`src/rtl/lcd_raster_pkg.sv`:
```
package lcd_raster_pkg;

  typedef enum logic [1:0] {
    MODE_HBLANK = 2'd0,
    MODE_VBLANK = 2'd1,
    MODE_SEARCH = 2'd2,
    MODE_XFER   = 2'd3
  } lcd_mode_e;

endpackage

```
`src/rtl/lcd_dot_ctr.sv`:
```
module lcd_dot_ctr #(
  parameter int LINE_DOTS = 456,
  parameter int DOT_W     = $clog2(LINE_DOTS)
) (
  input  logic             clk,
  input  logic             rst_n,
  input  logic             run,
  input  logic             step,
  output logic [DOT_W-1:0] dot_q,
  output logic             eol
);

  localparam logic [DOT_W-1:0] LAST = DOT_W'(LINE_DOTS - 1);

  // End of line: the advancing clock that leaves the last dot.
  assign eol = run && step && (dot_q == LAST);

  always_ff @(posedge clk or negedge rst_n) begin
    if (!rst_n) begin
      dot_q <= '0;
    end else if (!run) begin
      dot_q <= '0;
    end else if (step) begin
      dot_q <= (dot_q == LAST) ? '0 : dot_q + 1'b1;
    end
  end

endmodule

```
`src/rtl/lcd_line_ctr.sv`:
```
module lcd_line_ctr #(
  parameter int TOTAL_LINES = 154,
  parameter int VIS_LINES   = 144,
  parameter int LINE_W      = $clog2(TOTAL_LINES)
) (
  input  logic              clk,
  input  logic              rst_n,
  input  logic              run,
  input  logic              eol,
  output logic [LINE_W-1:0] line_q,
  output logic              vbl_start_q
);

  localparam logic [LINE_W-1:0] LAST_LINE = LINE_W'(TOTAL_LINES - 1);
  localparam logic [LINE_W-1:0] LAST_VIS  = LINE_W'(VIS_LINES - 1);

  always_ff @(posedge clk or negedge rst_n) begin
    if (!rst_n) begin
      line_q      <= '0;
      vbl_start_q <= 1'b0;
    end else begin
      // The pulse rises with the same edge that moves the line into blanking.
      vbl_start_q <= eol && (line_q == LAST_VIS);
      if (!run) begin
        line_q <= '0;
      end else if (eol) begin
        line_q <= (line_q == LAST_LINE) ? '0 : line_q + 1'b1;
      end
    end
  end

endmodule

```
`src/rtl/lcd_mode_dec.sv`:
```
module lcd_mode_dec
  import lcd_raster_pkg::*;
#(
  parameter int SEARCH_DOTS = 80,
  parameter int XFER_DOTS   = 172,
  parameter int VIS_LINES   = 144,
  parameter int DOT_W       = 9,
  parameter int LINE_W      = 8
) (
  input  logic              run,
  input  logic [DOT_W-1:0]  dot,
  input  logic [LINE_W-1:0] line,
  output lcd_mode_e         mode
);

  localparam logic [DOT_W-1:0]  XFER_FIRST  = DOT_W'(SEARCH_DOTS);
  localparam logic [DOT_W-1:0]  HBL_FIRST   = DOT_W'(SEARCH_DOTS + XFER_DOTS);
  localparam logic [LINE_W-1:0] BLANK_FIRST = LINE_W'(VIS_LINES);

  always_comb begin
    if (!run) begin
      mode = MODE_HBLANK;
    end else if (line >= BLANK_FIRST) begin
      mode = MODE_VBLANK;
    end else if (dot < XFER_FIRST) begin
      mode = MODE_SEARCH;
    end else if (dot < HBL_FIRST) begin
      mode = MODE_XFER;
    end else begin
      mode = MODE_HBLANK;
    end
  end

endmodule

```
`src/rtl/lcd_reg_port.sv`:
```
module lcd_reg_port
  import lcd_raster_pkg::*;
#(
  parameter int              ADDR_W    = 16,
  parameter int              DATA_W    = 8,
  parameter int              LINE_W    = 8,
  parameter logic [ADDR_W-1:0] LY_ADDR   = 16'hFF44,
  parameter logic [ADDR_W-1:0] STAT_ADDR = 16'hFF41
) (
  input  logic [ADDR_W-1:0] addr,
  input  logic              rd,
  input  logic [LINE_W-1:0] line,
  input  lcd_mode_e         mode,
  output logic [DATA_W-1:0] rdata
);

  // Read data is taken straight from the live counters: no capture stage.
  always_comb begin
    rdata = '0;
    if (rd) begin
      if (addr == LY_ADDR) begin
        rdata = DATA_W'(line);
      end else if (addr == STAT_ADDR) begin
        rdata = DATA_W'(mode);
      end
    end
  end

endmodule

```
`src/rtl/lcd_raster_timer.sv`:
```
module lcd_raster_timer
  import lcd_raster_pkg::*;
#(
  parameter int                SEARCH_DOTS = 80,
  parameter int                XFER_DOTS   = 172,
  parameter int                HBL_DOTS    = 204,
  parameter int                VIS_LINES   = 144,
  parameter int                VBL_LINES   = 10,
  parameter int                ADDR_W      = 16,
  parameter int                DATA_W      = 8,
  parameter logic [ADDR_W-1:0] LY_ADDR     = 16'hFF44,
  parameter logic [ADDR_W-1:0] STAT_ADDR   = 16'hFF41
) (
  input  logic              clk,
  input  logic              rst_n,
  input  logic              lcd_on,
  input  logic              dot_en,
  input  logic [ADDR_W-1:0] bus_addr,
  input  logic              bus_rd,
  input  logic              bus_wr,
  input  logic [DATA_W-1:0] bus_wdata,
  output logic [DATA_W-1:0] bus_rdata,
  output logic [DATA_W-1:0] ly_o,
  output logic [1:0]        mode_o,
  output logic              vblank_start_o
);

  localparam int LINE_DOTS   = SEARCH_DOTS + XFER_DOTS + HBL_DOTS;
  localparam int TOTAL_LINES = VIS_LINES + VBL_LINES;
  localparam int DOT_W       = $clog2(LINE_DOTS);
  localparam int LINE_W      = $clog2(TOTAL_LINES);

  logic [DOT_W-1:0]  dot_cnt;
  logic [LINE_W-1:0] line_cnt;
  logic              line_end;
  lcd_mode_e         mode_now;

  // The write side of the bus has no target in this block.
  logic unused_wr;
  assign unused_wr = bus_wr ^ (^bus_wdata);

  lcd_dot_ctr #(
    .LINE_DOTS(LINE_DOTS),
    .DOT_W    (DOT_W)
  ) u_dot (
    .clk  (clk),
    .rst_n(rst_n),
    .run  (lcd_on),
    .step (dot_en),
    .dot_q(dot_cnt),
    .eol  (line_end)
  );

  lcd_line_ctr #(
    .TOTAL_LINES(TOTAL_LINES),
    .VIS_LINES  (VIS_LINES),
    .LINE_W     (LINE_W)
  ) u_line (
    .clk        (clk),
    .rst_n      (rst_n),
    .run        (lcd_on),
    .eol        (line_end),
    .line_q     (line_cnt),
    .vbl_start_q(vblank_start_o)
  );

  lcd_mode_dec #(
    .SEARCH_DOTS(SEARCH_DOTS),
    .XFER_DOTS  (XFER_DOTS),
    .VIS_LINES  (VIS_LINES),
    .DOT_W      (DOT_W),
    .LINE_W     (LINE_W)
  ) u_mode (
    .run (lcd_on),
    .dot (dot_cnt),
    .line(line_cnt),
    .mode(mode_now)
  );

  lcd_reg_port #(
    .ADDR_W   (ADDR_W),
    .DATA_W   (DATA_W),
    .LINE_W   (LINE_W),
    .LY_ADDR  (LY_ADDR),
    .STAT_ADDR(STAT_ADDR)
  ) u_port (
    .addr (bus_addr),
    .rd   (bus_rd),
    .line (line_cnt),
    .mode (mode_now),
    .rdata(bus_rdata)
  );

  assign ly_o   = DATA_W'(line_cnt);
  assign mode_o = mode_now;

endmodule

```
`config.mk`:
```
export PLATFORM = sky130hd
export DESIGN_NAME = lcd_raster_timer
export DESIGN_NICKNAME = d
export VERILOG_FILES = /design/src/rtl/lcd_raster_pkg.sv /design/src/rtl/lcd_dot_ctr.sv /design/src/rtl/lcd_line_ctr.sv /design/src/rtl/lcd_mode_dec.sv /design/src/rtl/lcd_reg_port.sv /design/src/rtl/lcd_raster_timer.sv
export SDC_FILE = /design/constraint.sdc
export NUM_CORES = 1
export LEC_CHECK = 0
export BUFFER_PORTS_ARGS = -buffer_cell sky130_fd_sc_hd__buf_2
export CORE_ASPECT_RATIO = 1.5
export CORE_MARGIN = 10
export CORE_UTILIZATION = 35
export CTS_CLUSTER_DIAMETER = 80
export DETAILED_ROUTE_END_ITERATION = 10
export PLACE_DENSITY = 0.68
export RECOVER_POWER = 50
export SLEW_MARGIN = 20
export SYNTH_ARGS = -nofsm -noshare
export SYNTH_HDL_FRONTEND = slang
export SYNTH_HIERARCHICAL = 1
export SYNTH_SLANG_ARGS = --single-unit
export TNS_END_PERCENT = 10
```
`constraint.sdc`:
```
create_clock -name clk -period 1.7 [get_ports clk]
set_input_delay 0.085 -clock clk [delete_from_list [all_inputs] [get_ports clk]]
set_output_delay 0.085 -clock clk [all_outputs]
set_load 0.03 [all_outputs]
```
### After elaboration in Yosys (flattened, before gate mapping)

Cells that the tools add are included.

| word-level totals | value |
|---|---|
| bits in registers | 18 |
| input port bits | 30 |
| output and inout port bits | 19 |

| cells by class | value |
|---|---|
| add/sub/neg operators | 2 |
| magnitude comparators | 3 |
| equal/unequal tests | 7 |
| muxes and demuxes | 13 |
| reduce and logical (&&, ||, !) cells | 3 |

Operators with widths:

| cell | count |
|---|---|
| $mux 8 | 5 |
| $eq 16x16->1 const B | 2 |
| $mux 9 | 3 |
| $eq 8x8->1 const B | 2 |
| $mux 2 | 5 |
| $add 9x1->9 const B | 1 |
| $eq 9x9->1 const B | 1 |
| $lt 9x7->1 const B | 1 |
| $lt 9x8->1 const B | 1 |
| $add 8x1->8 const B | 1 |
| $ge 8x8->1 const B | 1 |
| $ne 2x1->1 const B | 2 |
| $logic_and 1x1->1 | 3 |

### Logic depth before layout (Yosys ltp)

| depth | value |
|---|---|
| depth after elaboration | 8 |
| gate-level depth with buffers | 8 |

### By module

The synthesis kept the hierarchy.

By module, submodules not included:

| module | instances | cells an instance | area each (um^2) |
|---|---|---|---|
| lcd_dot_ctr | 1 | 49 | 511.7 |
| lcd_line_ctr | 1 | 51 | 474.2 |
| lcd_reg_port | 1 | 18 | 146.4 |
| lcd_mode_dec | 1 | 8 | 61.3 |

### Worst setup path after synthesis

No wires, ideal clock.

| timing | value |
|---|---|
| kind | flip-flop to output port |
| from | reg u_dot.dot_q[4] |
| to | out bus_rdata[0] |
| arrival time | 2.095 ns |
| required time | 1.615 ns |
| slack | -0.480 ns |
| cell stages (with the launch flop) | 6 |
| path buffers | 0 |
| path through | dfrtp_1 > o21a_1 > o221ai_1 > a21boi_0 > a22oi_1 > nor2_1 |

| between the ends | value |
|---|---|
| cells in the longest elaborated chain, start to end | 8 |
| elaborated cells between the ends (all ways) | 9 |
| classes of those cells | order compare: 2; mux: 7 |

RTL lines:

| what | RTL line | RTL |
|---|---|---|
| start: declaration | lcd_dot_ctr.sv:9 | `output logic [DOT_W-1:0] dot_q,` |
| start signal: assignment | lcd_dot_ctr.sv:24 | `dot_q <= (dot_q == LAST) ? '0 : dot_q + 1'b1;` |
| $lt 9x8->1 | lcd_mode_dec.sv:27 | `end else if (dot < HBL_FIRST) begin` |
| $mux 2 | lcd_mode_dec.sv:27 |  |
| $mux 2 (*) | lcd_mode_dec.sv:25 | `end else if (dot < XFER_FIRST) begin` |
| $mux 2 (*) | lcd_mode_dec.sv:23 | `end else if (line >= BLANK_FIRST) begin` |
| $mux 2 (*) | lcd_mode_dec.sv:21 | `if (!run) begin` |
| via mode_o[0] | lcd_raster_timer.sv:24 | `output logic [1:0] mode_o,` |
| $mux 2 (*) | lcd_reg_port.sv:23 | `end else if (addr == STAT_ADDR) begin` |
| $mux 8 (*) | lcd_reg_port.sv:21 | `if (addr == LY_ADDR) begin` |
| $mux 8 (*) | lcd_reg_port.sv:20 | `if (rd) begin` |
| end: declaration | lcd_raster_timer.sv:22 | `output logic [DATA_W-1:0] bus_rdata,` |

Mark *: on every way through the listed nets, which the timed path passes. The rest lies on a longest branch.

### Final worst setup path

| timing | value |
|---|---|
| from | reg u_dot.dot_q[4] |
| to | out bus_rdata[1] |

| between the ends | value |
|---|---|
| cells in the longest elaborated chain, start to end | 8 |
| elaborated cells between the ends (all ways) | 9 |
| classes of those cells | order compare: 2; mux: 7 |

RTL lines:

| what | RTL line |
|---|---|
| $lt 9x8->1 | lcd_mode_dec.sv:27 |
| $mux 2 | lcd_mode_dec.sv:27 |
| $mux 2 (*) | lcd_mode_dec.sv:25 |
| $mux 2 (*) | lcd_mode_dec.sv:23 |
| $mux 2 (*) | lcd_mode_dec.sv:21 |
| $mux 2 (*) | lcd_reg_port.sv:23 |
| $mux 8 (*) | lcd_reg_port.sv:21 |
| $mux 8 (*) | lcd_reg_port.sv:20 |

Every way passes the cells marked *; elsewhere a longest branch is shown, timed or not.

==> impl_metrics.json <==
{
  "final_area_um2": 1693,
  "rows": 25,
  "num_antenna_cells": 0,
  "max-clock-path-buffers": 2,
  "grt_antenna_before_repair": 0,
  "drt_iter0_markers": 68,
  "yosys.area.top_type_share_pct": 37.74,
  "syn-mean-instance-area_um2": 9.473,
  "synthToLayoutAreaGrowth_pct": 41.82,
  "crit_path_end_kind": "output port",
  "cp.required_ns": 1.62,
  "finalNetCount": 222,
  "power_density_nw_per_um2": 489.9,
  "max_freq_mhz": 595.4,
  "hold_viol_final": 0,
  "yosysMostFrequentCell": "dfrtp_1",
  "gp_congestion": 0.8747,
  "slew-limit-headroom_pct": 31.88,
  "synth_fp_nets": 159,
  "yosys.area.top_type": "dfrtp_1",
  "min_period_ns": 1.679,
  "routed_via_density": 5.454,
  "finalSetupViolCount": 0,
  "clock_skew_ns": 0.005272,
  "grt_pass1_wl_um": 5947,
  "cpPeakStageDelay_ns": 0.41,
  "outcome": "completed",
  "drc": 0,
  "leakage_nw": 0.7990,
  "via_count": 1238,
  "worst_pin_slew_ns": 1.022,
  "cp_top_family": "compound AO/OA/AOI/OAI gates",
  "wl_um": 3659,
  "syn_area_um2": 1194,
  "synth-edff-count": 0,
  "placedInstanceArea_um2": 1533,
  "clockPowerShare_pct": 36.0,
  "rsz0062_at_grt": "true",
  "core_um2": 3222,
  "clkTransAtPathRegs_ns": 0.06,
  "maxSlewViolCount": 0,
  "path_cells": "buf_6, nand4_1, o2111a_2, a22oi_2, nor2_2, buf_6",
  "start_kind": "flop",
  "track_usage_pct": 11.81,
  "arrival_ns": 1.59,
  "drt_pass1_iterations": 4,
  "grt_pass1_vias": 1305,
  "worstSetupPathType": "reg -> out",
  "synth_ff_type": "dfrtp_1",
  "layout-drive-gt1-share_pct": 40.11,
  "start_util_pct": 37.05,
  "vdd_drop_max_mv": 0.3448,
  "hold_class": "in -> reg",
  "regArea_um2": 451.7,
  "switching_share_pct": 23.54,
  "dp_cells": 217,
  "cts-root-buf": "clkbuf_8",
  "die_x_um": 67.68,
  "power_frac_comb_pct": 11.5,
  "cts_inserted_buffers": 3,
  "min_period_over_period_pct": 98.79,
  "drv_cap": 0,
  "post_drt_wl_per_cell_um": 16.12,
  "fillCellCount": 294,
  "grt_start_max_net_pins": 19,
  "final_cells": 227,
  "io_pins": 49,
  "cp_num_buf_inv": 2,
  "clkSinkCount": 18,
  "dp_hpwl_um": 2843,
  "syn_inst": 126,
  "ys_seq_area_share_pct": 37.74,
  "die_h_um": 91.53,
  "insertion_delay_ns": 0.25,
  "critPathMostFrequentCell": "buf_6",
  "io_buffers": 39,
  "ys_warn_count": 6,
  "multi_input_area_um2": 778.2,
  "cts_tree": "yes",
  "yosys-top-cells-count": "dfrtp_1 (18), nand2_1 (16), nor2_1 (10), and4_1 (7), nand3_1 (6)",
  "cts_max_level": 1,
  "p_sw_w": 0.0001953,
  "synth.area.top_cells": "dfrtp_1 (38%), and4_1 (5.1%), nand2_1 (5.0%)",
  "internal_power_w": 0.0006342,
  "grt_overflow": 0,
  "crit_slowest_cell": "dfrtp_1",
  "path_max_fanout": 5,
  "yosysUniqueCellTypes": 42,
  "synthArstFlopShare_pct": 100.0,
  "ys_seq_elements": 18,
  "seq_power_share_pct": 52.5,
  "die_area_um2": 6194,
  "ant_nets": 0
}
[power by group through the flow]
| stage | Clock, W | Combinational, W | Sequential (W) |
|---|---|---|---|
| 3_5_place_dp | 0 | 0.0000878 | 0.000444 |
| 3_3_place_gp | 0 | 0.0000841 | 0.000443 |
| 6_report | 0.000298 | 0.0000954 | 0.000436 |
| 5_1_grt | 0.000326 | 0.000106 | 0.000436 |
| 2_1_floorplan | 0 | 0.0000386 | 0.000444 |
| 4_1_cts | 0.000307 | 0.0000915 | 0.000436 |
[metrics by stage]
stage	util [%]	total power [W]	setup WS, ns	setup TNS, ns	hold WS, ns
after floorplan	-	0.0004825	-0.02837	-0.04405	-0.2106
after global placement	47.57	0.0005272	0.01667	0	0.03665
after detailed placement	47.57	0.0005314	-0.04443	-0.05101	0.04378
after CTS	50.37	0.0008339	-0.001817	-0.001817	0.1910
after global routing	52.54	0.0008690	-0.08077	-0.3526	0.2143
final	52.54	0.0008294	0.02052	0	0.2024
[cell type report]
class                   count  area share [%]
clock buffers               3           2.439
inverters                   3          0.6652
well taps                  40           2.956
multi-input cells         104           45.97
repair buffers             59           21.29
flip-flops and latches     18           26.68
[layer usage]
layer  routed length (um)  vias up  track usage (%)  share of wire [%]
li1                     -      599                -                  -
met1                 1322      599            11.26                 36
met2                 2048       29            21.93                 56
met3                  186       11            3.567                5.1
met4                  102        0            4.811                2.8
met5                    0        -                0                  0
[cells by family (layout without fill, tap and decap cells)]
logic type	count (synthesis)	count (layout)	share of synthesized area [%]
muxes	2	2	1.782
AOI/OAI and AO/OA	27	27	16.56
DFF	18	18	37.74
buffers and inverters	4	65	1.887
adders and majority gates	3	3	3.145
xor gates and xnor gates	6	6	4.403
and+or+nand+nor	66	66	34.49
[worst paths after layout]
| kind | startpoint | end | slack [ns] | cells after the start |
|---|---|---|---|---|
| max | u_dot/dot_q[4] | bus_rdata[1] | 0.02 | 6 |
| min | lcd_on | u_dot/dot_q[2] | 0.20 | 2 |
| max reg2reg | u_dot/dot_q[5] | u_line/line_q[7] | 0.02 | 7 |
| min reg2reg | u_dot/dot_q[8] | u_dot/dot_q[8] | 0.51 | 1 |
| max in group asynchronous | rst_n | u_line/line_q[6] | 0.49 | 2 |
| min in group asynchronous | rst_n | u_dot/dot_q[3] | 0.53 | 2 |
[registers in the layout (all words and copies together), names as in the netlist]
name and count:
u_line/line_q 8, u_dot/dot_q 9, u_line/vbl_start_q 1
[cells in the final DEF (no fill, tap or decap), drive strengths merged, types with 2 or more instances in the layout]
cell / netlist / final
and4: 7 / 7
nor2: 10 / 10
nand4: 3 / 3
nand2b: 3 / 3
o21ai: 3 / 3
xnor2: 3 / 3
nor3: 3 / 3
a31oi: 3 / 3
a41oi: 2 / 2
and3b: 2 / 2
nand2: 16 / 16
nand3: 7 / 7
xor2: 3 / 3
inv: 3 / 3
a22o: 3 / 3
a21oi: 6 / 6
dfrtp: 18 / 18
nor2b: 4 / 4
buf: 1 / 52
and4b: 2 / 2
a22oi: 2 / 2
clkbuf: 0 / 9
and3: 4 / 4
and4bb: 2 / 2
ha: 3 / 3
[what timing repair did]
item                                   in CTS  in global routing
endpoints found under the hold margin      18                  0
pin swaps                                   4                  9
gates cloned                                0                  0
hold buffers                                1                  0
setup endpoints to repair                   5                 11
setup buffers                               0                  6
resized for setup                           9                 12
Power figures use the tool's default switching activity.
